## config.mk

```make
export PLATFORM = sky130hd
export DESIGN_NAME = utx_cell_mover
export DESIGN_NICKNAME = d
export VERILOG_FILES = /design/src/rtl/utx_pkg.sv /design/src/rtl/utx_tick_gen.sv /design/src/rtl/utx_ififo.sv /design/src/rtl/utx_ctrl.sv /design/src/rtl/utx_cell_mover.sv
export SDC_FILE = /design/constraint.sdc
export NUM_CORES = 1
export LEC_CHECK = 0
export ABC_CLOCK_PERIOD_IN_PS = 6000
export BUFFER_PORTS_ARGS = -buffer_cell sky130_fd_sc_hd__buf_4
export CORE_MARGIN = 2
export CORE_UTILIZATION = 55
export CTS_CLUSTER_SIZE = 24
export DETAILED_ROUTE_END_ITERATION = 8
export PLACE_DENSITY = 0.8
export SLEW_MARGIN = 0
export SYNTH_ARGS = -nofsm -noshare
export SYNTH_HDL_FRONTEND = slang
export SYNTH_SLANG_ARGS = --single-unit
```

## constraint.sdc

```tcl
create_clock -name clk -period 6 [get_ports clk]
set_input_delay 0.3 -clock clk [delete_from_list [all_inputs] [get_ports clk]]
set_output_delay 0.3 -clock clk [all_outputs]
set_load 0.01 [all_outputs]
```

## src/rtl/utx_pkg.sv

```systemverilog
package utx_pkg;
  typedef enum logic [1:0] {
    ST_POLL,   // waiting for the PHY to report room
    ST_READY,  // offering a cell slot upstream
    ST_FILL,   // first entry accepted, waiting for FIFO full
    ST_SEND    // moving entries onto the Utopia bus
  } utx_state_t;
endpackage

```

## src/rtl/utx_tick_gen.sv

```systemverilog
module utx_tick_gen #(
  parameter int unsigned DIV = 16
) (
  input  logic clk,
  input  logic rst,
  output logic tick,
  output logic uclk
);
  localparam int unsigned CW   = (DIV > 1) ? $clog2(DIV) : 1;
  localparam int unsigned HALF = DIV / 2;

  logic [CW-1:0] cnt_q;
  logic [CW-1:0] cnt_nx;

  // tick marks the last cycle of a Utopia period; outputs update at its edge
  assign tick = (cnt_q == CW'(DIV - 1));

  always_comb begin
    if (tick) cnt_nx = '0;
    else      cnt_nx = cnt_q + 1'b1;
  end

  always_ff @(posedge clk) begin
    if (rst) begin
      cnt_q <= '0;
      uclk  <= 1'b0;
    end else begin
      cnt_q <= cnt_nx;
      uclk  <= (cnt_nx >= CW'(HALF));
    end
  end
endmodule

```

## src/rtl/utx_ififo.sv

```systemverilog
module utx_ififo #(
  parameter int unsigned W     = 9,
  parameter int unsigned DEPTH = 2
) (
  input  logic         clk,
  input  logic         rst,
  input  logic         wr_en,
  input  logic [W-1:0] wr_data,
  output logic         wr_ok,
  input  logic         rd_en,
  output logic [W-1:0] rd_data,
  output logic         full,
  output logic         empty
);
  localparam int unsigned AW = (DEPTH > 1) ? $clog2(DEPTH) : 1;
  localparam int unsigned CW = $clog2(DEPTH + 1);

  logic [W-1:0]  mem [DEPTH];
  logic [AW-1:0] wp_q, rp_q;
  logic [CW-1:0] cnt_q;
  logic          rd_ok;

  assign full    = (cnt_q == CW'(DEPTH));
  assign empty   = (cnt_q == '0);
  assign wr_ok   = wr_en & ~full;
  assign rd_ok   = rd_en & ~empty;
  assign rd_data = mem[rp_q];

  function automatic logic [AW-1:0] ptr_inc(input logic [AW-1:0] p);
    if (p == AW'(DEPTH - 1)) return '0;
    return p + 1'b1;
  endfunction

  // storage without reset so the array maps to distributed or block RAM
  always_ff @(posedge clk) begin
    if (wr_ok) mem[wp_q] <= wr_data;
  end

  always_ff @(posedge clk) begin
    if (rst) begin
      wp_q  <= '0;
      rp_q  <= '0;
      cnt_q <= '0;
    end else begin
      if (wr_ok) wp_q <= ptr_inc(wp_q);
      if (rd_ok) rp_q <= ptr_inc(rp_q);
      case ({wr_ok, rd_ok})
        2'b10:   cnt_q <= cnt_q + 1'b1;
        2'b01:   cnt_q <= cnt_q - 1'b1;
        default: cnt_q <= cnt_q;
      endcase
    end
  end
endmodule

```

## src/rtl/utx_ctrl.sv

```systemverilog
module utx_ctrl
  import utx_pkg::*;
#(
  parameter int unsigned DW         = 8,
  parameter int unsigned CELL_BYTES = 53
) (
  input  logic        clk,
  input  logic        rst,
  input  logic        tick,
  input  logic        clav,
  input  logic        wr_ok,
  input  logic        fifo_full,
  input  logic        fifo_empty,
  input  logic [DW:0] rd_data,
  output logic        rd_en,
  output logic        cell_ready,
  output logic        tx_enb_n,
  output logic        tx_soc,
  output logic [DW-1:0] tx_data,
  output logic        underrun
);
  localparam int unsigned BW = $clog2(CELL_BYTES + 1);

  utx_state_t    st_q, st_nx;
  logic [BW-1:0] bcnt_q;
  logic          start_cell;
  logic          last_byte;
  logic          starved;

  assign start_cell = tick & (st_q == ST_FILL) & fifo_full;
  assign starved    = tick & (st_q == ST_SEND) & fifo_empty;
  assign rd_en      = start_cell | (tick & (st_q == ST_SEND) & ~fifo_empty);
  assign last_byte  = rd_en & (bcnt_q == BW'(CELL_BYTES - 1));
  assign cell_ready = (st_q == ST_READY);

  always_comb begin
    st_nx = st_q;
    case (st_q)
      ST_POLL:  if (tick && clav) st_nx = ST_READY;
      ST_READY: if (wr_ok)        st_nx = ST_FILL;
      ST_FILL:  if (start_cell)   st_nx = last_byte ? ST_POLL : ST_SEND;
      ST_SEND:  if (last_byte)    st_nx = ST_POLL;
      default:                    st_nx = ST_POLL;
    endcase
  end

  always_ff @(posedge clk) begin
    if (rst) begin
      st_q     <= ST_POLL;
      bcnt_q   <= '0;
      tx_enb_n <= 1'b1;
      tx_soc   <= 1'b0;
      tx_data  <= '0;
      underrun <= 1'b0;
    end else begin
      st_q <= st_nx;
      if (rd_en) bcnt_q <= last_byte ? '0 : bcnt_q + 1'b1;
      if (tick) begin
        if (rd_en) begin
          tx_enb_n <= 1'b0;
          tx_soc   <= rd_data[DW];
          tx_data  <= rd_data[DW-1:0];
        end else begin
          tx_enb_n <= 1'b1;
          tx_soc   <= 1'b0;
        end
      end
      if (start_cell)   underrun <= 1'b0;
      else if (starved) underrun <= 1'b1;
    end
  end
endmodule

```

## src/rtl/utx_cell_mover.sv

```systemverilog
module utx_cell_mover #(
  parameter int unsigned DIV        = 16,
  parameter int unsigned DEPTH      = 2,
  parameter int unsigned CELL_BYTES = 53,
  parameter int unsigned DW         = 8
) (
  input  logic          clk,
  input  logic          rst,
  input  logic          wr_en,
  input  logic [DW:0]   wr_data,
  output logic          wr_full,
  output logic          cell_ready,
  input  logic          tx_clav,
  output logic          tx_clk,
  output logic          tx_enb_n,
  output logic          tx_soc,
  output logic [DW-1:0] tx_data,
  output logic          underrun
);
  localparam int unsigned EW = DW + 1;

  logic          tick_w;
  logic          wr_ok_w;
  logic          rd_en_w;
  logic          empty_w;
  logic [EW-1:0] rd_data_w;

  utx_tick_gen #(.DIV(DIV)) u_tick (
    .clk  (clk),
    .rst  (rst),
    .tick (tick_w),
    .uclk (tx_clk)
  );

  utx_ififo #(.W(EW), .DEPTH(DEPTH)) u_fifo (
    .clk     (clk),
    .rst     (rst),
    .wr_en   (wr_en),
    .wr_data (wr_data),
    .wr_ok   (wr_ok_w),
    .rd_en   (rd_en_w),
    .rd_data (rd_data_w),
    .full    (wr_full),
    .empty   (empty_w)
  );

  utx_ctrl #(.DW(DW), .CELL_BYTES(CELL_BYTES)) u_ctrl (
    .clk        (clk),
    .rst        (rst),
    .tick       (tick_w),
    .clav       (tx_clav),
    .wr_ok      (wr_ok_w),
    .fifo_full  (wr_full),
    .fifo_empty (empty_w),
    .rd_data    (rd_data_w),
    .rd_en      (rd_en_w),
    .cell_ready (cell_ready),
    .tx_enb_n   (tx_enb_n),
    .tx_soc     (tx_soc),
    .tx_data    (tx_data),
    .underrun   (underrun)
  );
endmodule

```

==> results of run 1 <==
==> worst max-delay path, cell delays in order (launching register included) <==
cell and delay, ps:
dfxtp_1 400, ha_1 260, nand4_1 210, a21o_4 280, inv_8 150, ha_1 290
or3_1 360, a21oi_1 140
==> metrics by stage <==
stage,hold slack (ps),cells,utilization (%),worst slack [ps],power [mW]
after global placement,461,227,63.0,3980,0.392
final,99.9,235,65.4,3850,0.577
after global routing,68.4,235,65.4,3640,0.602
after detailed placement,482,227,63.0,3880,0.395
after floorplan,399,164,-,3960,0.384
after CTS,92.5,235,65.4,3840,0.582
==> routing by layer <==
layer / routed length (um) / vias up / share of wire, %
li1: - / 643 / -
met1: 1330 / 590 / 38
met2: 1890 / 30 / 54
met3: 156 / 13 / 4.5
met4: 120 / 0 / 3.4
met5: 0 / - / 0
==> synth_stat cells, drive strengths merged <==
cell and instances:
dfxtp 29, nor2 23, edfxtp 18, a211oi 9, mux2i 9, a21oi 8
buf 6, inv 6, nand2 5, nand3 5, nor3 5, ha 4
a31oi 3, clkbuf 3, o21ai 3, xnor2 3, a21o 2, a311oi 2
and3 2, and4b 2, nand2b 2, nand4 2, nor2b 2, xor2 2
a22oi 1, a31o 1, a41oi 1, mux2 1, nand3b 1, o21bai 1
o22ai 1, o31ai 1, or3 1
==> final timing paths <==
check	from	to	depth (start not counted)
max	u_tick.cnt_q[0]	u_fifo.cnt_q[1]	7
min	wr_data[4]	u_fifo.mem[1][4]	1
max reg2reg	u_tick.cnt_q[0]	u_fifo.cnt_q[1]	7
min reg2reg	u_ctrl.underrun	u_ctrl.underrun	2
==> state kept, by name (all words and copies together) (netlist names), named ones only <==
register and count:
u_fifo.cnt_q 2, u_tick.cnt_q 4, u_fifo.wp_q 1, u_fifo.mem 18, u_ctrl.st_q 2, u_ctrl.bcnt_q 6, u_ctrl.tx_soc 1, u_ctrl.tx_enb_n 1
u_tick.uclk 1, u_ctrl.tx_data 8, u_ctrl.underrun 1, u_fifo.rp_q 1
==> where the power goes <==
group	switching (mW)	leakage, nW	internal, mW
combinational	0.0195	0.352	0.0148
sequential	0.00776	0.403	0.346
clock	0.101	0.0452	0.0877
total	0.128	0.801	0.449
==> layout by cell type (no fill, tap or decap), types with 2 or more instances in the layout <==
cell      Yosys  final
nand4_1       2      2
and4b_1       2      2
nor3_1        5      5
a31oi_1       3      3
a21oi_1       7      7
a211oi_2      5      5
and3_1        2      2
buf_4         1     26
a311oi_1      2      2
edfxtp_1     18     18
xnor2_1       3      3
xor2_1        2      2
clkbuf_4      0      5
nand3_1       5      5
nand2_1       5      5
ha_1          4      4
a211oi_1      4      4
nor2_1       23     23
dfxtp_1      29     29
o21ai_0       3      3
inv_1         5      5
mux2i_1       9      9
nor2b_1       2      2
==> kinds of logic (layout without fill, tap and decap cells) <==
group           count (synthesis)  in the layout  synth area share (%)
compound gates                 33             33                  13.4
xor+xnor                        5              5                  2.28
fa+ha+maj                       4              4                  2.61
buf+inv                        15             40                  5.22
flops                          47             47                  58.4
mux                            10             10                  5.28
simple gates                   50             50                  12.8
==> area by class of cell <==
| cell class | instances | area, um^2 |
|---|---|---|
| Clock buffer | 5 | 37.5 |
| Clock inverter | 3 | 43.8 |
| Fill cell | 270 | 1150 |
| Inverter | 6 | 30.0 |
| Multi-Input combinational cell | 102 | 698 |
| Sequential cell | 47 | 1120 |
| Tap cell | 46 | 57.6 |
| Timing Repair Buffer | 26 | 195 |
==> results.sh, run 1 <==
export IMPL_power_leakage_nw=0.801
export IMPL_worstPathArrival_ps=2460
export IMPL_die_w_um=63.1
export IMPL_vias=1276
export IMPL_synth_area_mm2=0.00192
export IMPL_synth_warnings=0
export IMPL_drt_iter0_drc=125
export IMPL_required_ps=6320
export IMPL_cts_resized_gates=0
export IMPL_clockRootBuffer="clkbuf_4"
export IMPL_ys_seq_area_share_pct=58.4
export IMPL_yosys_area_top_type="dfxtp_1"
export IMPL_antenna_found_initial=0
export IMPL_clk_latency_ps=370
export IMPL_drt_wl_total_mm=3.49
export IMPL_port_buffers=26
export IMPL_final_setup_tns_ps=0
export IMPL_grt_pass1_wl_mm=5.84
export IMPL_design_area_mm2=0.00218
export IMPL_gr_max_usage_layer="met2"
export IMPL_maxSlewHeadroom_pct=47.3
export IMPL_yosysTopAreaCellShare_pct=30.2
export IMPL_postCtsHoldBufs=0
export IMPL_firstDrtPassIters=4
export IMPL_grtUsageMet1_pct=18.8
export IMPL_cts_tree="built"
export IMPL_place_congestion=0.794
export IMPL_clkSlewWorstSetupHoldPaths_ps=130
export IMPL_rsz0062_at_grt="no"
export IMPL_grt_use_met3_pct=6.96
export IMPL_die_h_um=63.1
export IMPL_fin_crit_ps=2150
export IMPL_num_antenna_cells=0
export IMPL_synth_fp_nets=181
export IMPL_numCtsBuffers=5
export IMPL_placed_area_mm2=0.00210
export IMPL_min_period_over_period_pct=35.8
export IMPL_rows=21
export IMPL_cts_setup_buffers=0
export IMPL_wl_per_cell_um=14.9
export IMPL_netlist_instances=164
export IMPL_tightest_slew_ps=787
export IMPL_cp_end_kind="flop"
export IMPL_p_per_area_mw_per_mm2=264
export IMPL_drc=0
export IMPL_cts_sinks=47
export IMPL_grt_overflow_total=0
export IMPL_drv_cap=0
export IMPL_final_nets=205
export IMPL_hold_viol=0
export IMPL_crit_fanout=27
export IMPL_synth_seq_cells=47
export IMPL_core_mm2=0.00334
export IMPL_clock_tree_buffer_depth=2
export IMPL_synth_area_leaders="dfxtp_1, edfxtp_1, mux2i_1"
export IMPL_grt_met2_usage_pct=35.4
export IMPL_critical_path_class="reg2reg"
export IMPL_vdd_drop_max_mv=0.209
export IMPL_globalRouteTotalUtil_pct=19.6
export IMPL_holdCritPathClass="in2reg"
export IMPL_grt_max_degree=30
export IMPL_vias_per_cell=5.43
export IMPL_setup_viol=0
export IMPL_avgSynthCellArea_um2=11.7
export IMPL_dpl_hpwl_mm=2.41
export IMPL_htreeDepth=2
export IMPL_ys_types=42
export IMPL_fin_skew_ps=6.41
export IMPL_die_area_mm2=0.00398
export IMPL_r2r_slack_ps=3850
export IMPL_crit_path_start_kind="flop"
export IMPL_drive_above_1_share_pct=23.8
export IMPL_ios=27
export IMPL_fmax_mhz=466
export IMPL_start_util_pct=57.5
export IMPL_syn2layout_area_growth_pct=13.8
export IMPL_ant_nets=0
export IMPL_maxSlewViolCount=0
export IMPL_status="finished, final reports clean"
export IMPL_grt_pass1_vias=1353
No activity file was read; power rests on OpenSTA's default activity.
==> run 2, diff against run 1 <==
--- a/config.mk
+++ b/config.mk
@@ -5,13 +5,14 @@
 export SDC_FILE = /design/constraint.sdc
 export NUM_CORES = 1
 export LEC_CHECK = 0
-export ABC_CLOCK_PERIOD_IN_PS = 6000
+export ABC_AREA = 1
+export ABC_CLOCK_PERIOD_IN_PS = 1850
 export BUFFER_PORTS_ARGS = -buffer_cell sky130_fd_sc_hd__buf_4
 export CORE_MARGIN = 2
-export CORE_UTILIZATION = 55
+export CORE_UTILIZATION = 50
 export CTS_CLUSTER_SIZE = 24
 export DETAILED_ROUTE_END_ITERATION = 8
-export PLACE_DENSITY = 0.8
+export PLACE_DENSITY = 0.77
 export SLEW_MARGIN = 0
 export SYNTH_ARGS = -nofsm -noshare
 export SYNTH_HDL_FRONTEND = slang
==> constraint.sdc (replaced) <==
create_clock -name clk -period 1.85 [get_ports clk]
set_input_delay 0.0925 -clock clk [delete_from_list [all_inputs] [get_ports clk]]
set_output_delay 0.0925 -clock clk [all_outputs]
set_load 0.01 [all_outputs]
==> run 2 against run 1 <==
Net effect: power rose to 3.4 times the previous value; highest routed layer unchanged; synthesized area down 0.13%; global-route usage down 0.57 points.
==> results.sh, run 2 <==
export IMPL_status="finished, final reports clean"
export IMPL_ys_types=28
export IMPL_required_ps=2060
export IMPL_firstDrtPassIters=4
export IMPL_cts_setup_buffers=0
export IMPL_clkSlewWorstSetupHoldPaths_ps=90
export IMPL_power_mw=1.99
export IMPL_grt_max_degree=31
export IMPL_synth_seq_cells=47
export IMPL_regMostFlops="u_fifo.mem"
export IMPL_crit_path_start_kind="flop"
export IMPL_critical_path_class="reg2reg"
export IMPL_yosys_area_top_type="dfxtp_1"
export IMPL_ant_nets=0
export IMPL_holdCritPathClass="in2reg"
export IMPL_drive_above_1_share_pct=24.7
export IMPL_port_buffers=26
export IMPL_power_leakage_nw=0.923
export IMPL_worstPathArrival_ps=1850
export IMPL_synth_commonest_cells="dfxtp_1, nand2_1, edfxtp_1, nor2_1, inv_1"
export IMPL_combPwrFrac_pct=9.8
export IMPL_fin_skew_ps=4.33
export IMPL_die_w_um=65.9
export IMPL_cp_slowest_stage_delay_ps=390
export IMPL_grt_pass1_wl_mm=5.99
export IMPL_ys_seq_area_share_pct=58.5
export IMPL_setup_viol=0
export IMPL_num_antenna_cells=0
export IMPL_fmax_mhz=610
export IMPL_crit_fanout=5
export IMPL_p_per_area_mw_per_mm2=832
export IMPL_yosysMostFrequentCell="dfxtp_1"
export IMPL_cp_end_kind="flop"
export IMPL_die_h_um=65.9
export IMPL_maxSlewViolCount=0
export IMPL_globalRouteTotalUtil_pct=19.0
export IMPL_ys_flop_type="dfxtp_1"
export IMPL_synth_warnings=0
export IMPL_fill_cells=304
export IMPL_syn2layout_area_growth_pct=24.6
export IMPL_final_cell_mix="buf_4, dfxtp_1, nand2_1"
export IMPL_drt_wl_total_mm=3.52
export IMPL_cts_sinks=47
export IMPL_avgSynthCellArea_um2=10.3
export IMPL_layout_commonest_cell="buf_4"
export IMPL_grt_overflow_total=0
export IMPL_vias=1393
export IMPL_register_area_mm2=0.00112
export IMPL_min_period_over_period_pct=88.7
export IMPL_hold_viol=0
export IMPL_cts_tree="built"
export IMPL_largest_register_ff_count=18
export IMPL_maxSlewHeadroom_pct=77.5
export IMPL_rsz0062_at_grt="no"
export IMPL_clock_tree_buffer_depth=2
export IMPL_grt_pass1_vias=1385
export IMPL_clockRootBuffer="clkbuf_8"
export IMPL_drv_cap=0
export IMPL_critical_path_cell_chain="ha_4 -> nand2_2 -> nor2_4 -> nand3_1 -> nand2_2 -> ha_4 -> a21oi_1 -> o21ai_1 -> o21ai_1 -> a21oi_1"
export IMPL_r2r_start="u_tick.cnt_q[1]"
export IMPL_yosysTopAreaCellShare_pct=30.3
export IMPL_vias_per_cell=4.99
export IMPL_r2r_slack_ps=210
export IMPL_hp_start="tx_clav"
export IMPL_synth_fp_nets=204
export IMPL_startpoint="u_tick.cnt_q[1]"
export IMPL_drc=0
export IMPL_netlist_instances=187
export IMPL_final_nets=247
export IMPL_ff2ff_path_depth=10
export IMPL_final_util_pct=65.2
export IMPL_start_util_pct=52.4
export IMPL_drt_iter0_drc=105
export IMPL_numCtsBuffers=5
export IMPL_htreeDepth=2
export IMPL_place_congestion=0.817
export IMPL_dpl_hpwl_mm=2.36
export IMPL_tightest_slew_ps=335
export IMPL_synth_area_leaders="dfxtp_1, edfxtp_1, nand2_1"
export IMPL_final_setup_tns_ps=0
export IMPL_core_mm2=0.00366
export IMPL_rows=22
export IMPL_async_flop_share_pct=0
export IMPL_reg_top3="u_fifo.mem: 18 flops, u_ctrl.tx_data: 8 flops, u_ctrl.bcnt_q: 6 flops"
export IMPL_switching_share_pct=25.3
export IMPL_ios=27
export IMPL_vdd_drop_max_mv=0.621
export IMPL_multi_input_area_um2=709
export IMPL_synth_area_mm2=0.00192
export IMPL_p_int_mw=1.48
export IMPL_cp_slowest_cell="dfxtp_1"
export IMPL_synth_edf_count=18
export IMPL_p_seq_share_pct=57.9
export IMPL_holdPathStages=7
export IMPL_die_area_mm2=0.00434
export IMPL_fin_crit_ps=1640
export IMPL_antenna_found_initial=0
export IMPL_clk_latency_ps=310
export IMPL_wl_per_cell_um=12.6
export IMPL_switching_power_uw=503
export IMPL_pwr_share_clk_pct=32.3
-- run 2: timing repair --
action                     4_1_cts  5_1_grt
hold buffers                    10        0
resized for setup                0        1
setup endpoints to repair        0        2
hold endpoints to repair        22        0
-- run 2: power by group through the flow --
stage	Combinational [mW]	Sequential, mW	Clock (mW)
floorplan	0.112	1.17	0
detailed placement	0.179	1.17	0
CTS	0.196	1.15	0.653
global placement	0.172	1.17	0
global route	0.224	1.16	0.690
finish	0.194	1.15	0.642
-- run 2: through the flow --
stage / hold slack (ps) / setup WS, ps / cell area, um^2 / cells
5_1_grt: 357 / 33.5 / 2390 / 279
3_3_place_gp: 277 / 240 / 2190 / 261
3_5_place_dp: 280 / 181 / 2190 / 261
4_1_cts: 295 / 176 / 2380 / 279
6_report: 307 / 209 / 2390 / 279
2_1_floorplan: 162 / 27.2 / 1930 / 187
-- run 2: path summary, 6_finish.rpt --
path / end
setup / recovery: u_fifo.cnt_q[1]
hold / removal: u_ctrl.st_q[0]
setup reg to reg: u_fifo.cnt_q[1]
hold reg to reg: flop
-- run 2: layout make-up --
class	count	area share, %
timing repair buffer	41	14.5
clock buffer	6	3.04
clock inverter	2	0.681
sequential	47	46.9
inverter	17	2.67
multi-input combinational	118	29.7
tap	48	2.51
-- run 2: routing by layer --
metal | wire (um) | GRT usage [%]
met5 | 0 | 0
met4 | 81 | 9.38
met3 | 153 | 6.81
met2 | 1730 | 31.7
met1 | 1550 | 21.4
-- run 2: critical path, delay by kind of cell (launching register included) --
family                   cells  cell delay (ps)
flip-flops                   1              390
adder cells (fa/ha/maj)      2              400
AO/OA/AOI/OAI                4              370
AND/OR/NAND/NOR              4              380
-- run 2: kinds of logic after synthesis --
family                   after synthesis  synth area share (%)
AND/OR/NAND/NOR                       63                  14.6
multiplexers                           9                  4.77
AO/OA/AOI/OAI                         40                  12.8
XOR/XNOR                               2                 0.914
adder cells (fa/ha/maj)                4                  2.61
buffers and inverters                 22                  5.81
flip-flops                            47                  58.5
==> run 3, diff against run 2 <==
--- a/config.mk
+++ b/config.mk
@@ -5,14 +5,13 @@
 export SDC_FILE = /design/constraint.sdc
 export NUM_CORES = 1
 export LEC_CHECK = 0
-export ABC_AREA = 1
 export ABC_CLOCK_PERIOD_IN_PS = 1850
 export BUFFER_PORTS_ARGS = -buffer_cell sky130_fd_sc_hd__buf_4
 export CORE_MARGIN = 2
-export CORE_UTILIZATION = 50
+export CORE_UTILIZATION = 40
 export CTS_CLUSTER_SIZE = 24
 export DETAILED_ROUTE_END_ITERATION = 8
-export PLACE_DENSITY = 0.77
+export PLACE_DENSITY = 0.64
 export SLEW_MARGIN = 0
 export SYNTH_ARGS = -nofsm -noshare
 export SYNTH_HDL_FRONTEND = slang
==> run 3 against run 2 <==
Net effect: sequential power hardly changed; setup slack worse by 84 ps; die area is 24% higher; power is 6.4% lower; clock power is 9.5% lower; combinational power is 31% lower; cell area is 1.5% lower; final cell count is 7.9% lower; sequential cell count stayed put; largest cell class unchanged; largest power group unchanged; highest routed layer unchanged.
==> results.sh, run 3 (synthesis gave the netlist of run 1 again) <==
export IMPL_place_congestion=0.816
export IMPL_r2r_start="u_tick.cnt_q[1]"
export IMPL_min_period_over_period_pct=93.2
export IMPL_status="finished, final reports clean"
export IMPL_worstPathArrival_ps=1960
export IMPL_ios=27
export IMPL_drc=0
export IMPL_firstDrtPassIters=4
export IMPL_regMostFlops="u_fifo.mem"
export IMPL_rows=25
export IMPL_fin_skew_ps=7.05
export IMPL_final_setup_tns_ps=0
export IMPL_hold_path_end="u_ctrl.st_q[1]"
export IMPL_drive_above_1_share_pct=26.6
export IMPL_grt_max_degree=30
export IMPL_ff2ff_path_depth=7
export IMPL_multi_input_area_um2=723
export IMPL_die_w_um=73.3
export IMPL_drv_cap=0
export IMPL_grt_pass1_vias=1264
export IMPL_clk_latency_ps=300
export IMPL_required_ps=2090
export IMPL_port_buffers=26
export IMPL_timing_rr_end="u_fifo.cnt_q[1]"
export IMPL_core_mm2=0.00466
export IMPL_register_area_mm2=0.00113
export IMPL_setup_viol=0
export IMPL_numCtsBuffers=5
export IMPL_final_nets=219
export IMPL_cts_sinks=47
export IMPL_largest_register_ff_count=18
export IMPL_p_per_area_mw_per_mm2=791
export IMPL_holdCritPathClass="in2reg"
export IMPL_drt_wl_total_mm=3.46
export IMPL_r2r_slack_ps=130
export IMPL_rsz0062_at_grt="no"
export IMPL_crit_fanout=6
export IMPL_fill_cells=398
export IMPL_globalRouteTotalUtil_pct=14.3
export IMPL_drt_iter0_drc=111
export IMPL_fin_crit_ps=1720
export IMPL_vias_per_cell=5.18
export IMPL_maxSlewHeadroom_pct=67.7
export IMPL_final_cell_count_no_fill=257
export IMPL_cts_tree="built"
export IMPL_tightest_slew_ps=484
export IMPL_wl_per_cell_um=13.5
export IMPL_fmax_mhz=580
export IMPL_vias=1332
export IMPL_layout_commonest_cell="buf_4"
export IMPL_hp_start="wr_en"
export IMPL_grt_overflow_total=0
export IMPL_htreeDepth=2
export IMPL_dpl_hpwl_mm=2.40
export IMPL_die_h_um=73.3
export IMPL_power_leakage_nw=0.865
export IMPL_critical_path_class="reg2reg"
export IMPL_antenna_found_initial=0
export IMPL_syn2layout_area_growth_pct=22.6
export IMPL_clkSlewWorstSetupHoldPaths_ps=90
export IMPL_maxSlewViolCount=0
export IMPL_start_util_pct=41.2
export IMPL_hold_viol=0
export IMPL_final_util_pct=50.5
export IMPL_clockRootBuffer="clkbuf_8"
export IMPL_ant_nets=0
export IMPL_num_antenna_cells=0
export IMPL_die_area_mm2=0.00537
export IMPL_crit_path_start_kind="flop"
export IMPL_cp_end_kind="flop"
export IMPL_holdPathStages=3
export IMPL_final_cell_mix="buf_4, dfxtp_1, nor2_1"
export IMPL_startpoint="u_tick.cnt_q[1]"
export IMPL_grt_pass1_wl_mm=5.60
export IMPL_dp_cells=240
export IMPL_vdd_drop_max_mv=0.615
export IMPL_cts_setup_buffers=0
export IMPL_clock_tree_buffer_depth=2
export IMPL_reg_top3="u_fifo.mem: 18 flops, u_ctrl.tx_data: 8 flops, u_ctrl.bcnt_q: 6 flops"
[run 3: routing by layer]
layer  wire length (um)  track usage [%]  up-vias  share of wire [%]
met5                  0                0        -                  0
met4                 91             8.64        0                2.6
met3                137             4.39        8                4.0
met2               1780             24.1       29                 51
met1               1460             15.5      627                 42
li1                   -                -      668                  -
[run 3: cell type report]
class | count | share of cell area [%]
inverters | 6 | 1.28
repair buffers | 40 | 13.7
clock inverters | 3 | 0.638
clock buffers | 5 | 2.92
flip-flops and latches | 47 | 47.8
well taps | 54 | 2.87
multi-input cells | 102 | 30.7
[run 3: metrics by stage]
step	hold WS [ps]	total power, mW	area [um^2]	setup slack [ps]
floorplan	191	1.25	1950	19.2
global placement	277	1.28	2180	197
detailed placement	280	1.29	2180	148
CTS	154	1.89	2350	138
global route	172	1.96	2350	0.848
finish	162	1.86	2350	125
[run 3: worst max-delay path by stage]
stage	slack [ps]	endpoint
2_1_floorplan	20	u_fifo.cnt_q[1]
3_3_place_gp	200	u_fifo.cnt_q[1]
3_5_place_dp	150	u_fifo.cnt_q[1]
4_1_cts	140	u_fifo.cnt_q[1]
5_1_grt	0.8	u_fifo.cnt_q[1]
6_report	130	u_fifo.cnt_q[1]
[run 3: repair_timing]
item	CTS	global route
setup endpoints to repair	0	1
resized for setup	0	1
hold buffers	9	0
endpoints found under the hold margin	18	0
[run 3: worst max-delay path: stages, from the launching register on]
cell and delay, ps:
dfxtp_2 370, ha_4 160, nand4_1 130, a21o_4 260, inv_8 60, ha_4 200
or3_1 350, a21oi_1 140
[run 3: where the power goes]
| part | total (mW) | internal [mW] | leakage [nW] | switching (mW) |
|---|---|---|---|---|
| combinational | 0.133 | 0.0667 | 0.413 | 0.0662 |
| clock | 0.581 | 0.259 | 0.0477 | 0.322 |
| sequential | 1.15 | 1.12 | 0.404 | 0.0255 |
| total | 1.86 | 1.45 | 0.865 | 0.414 |
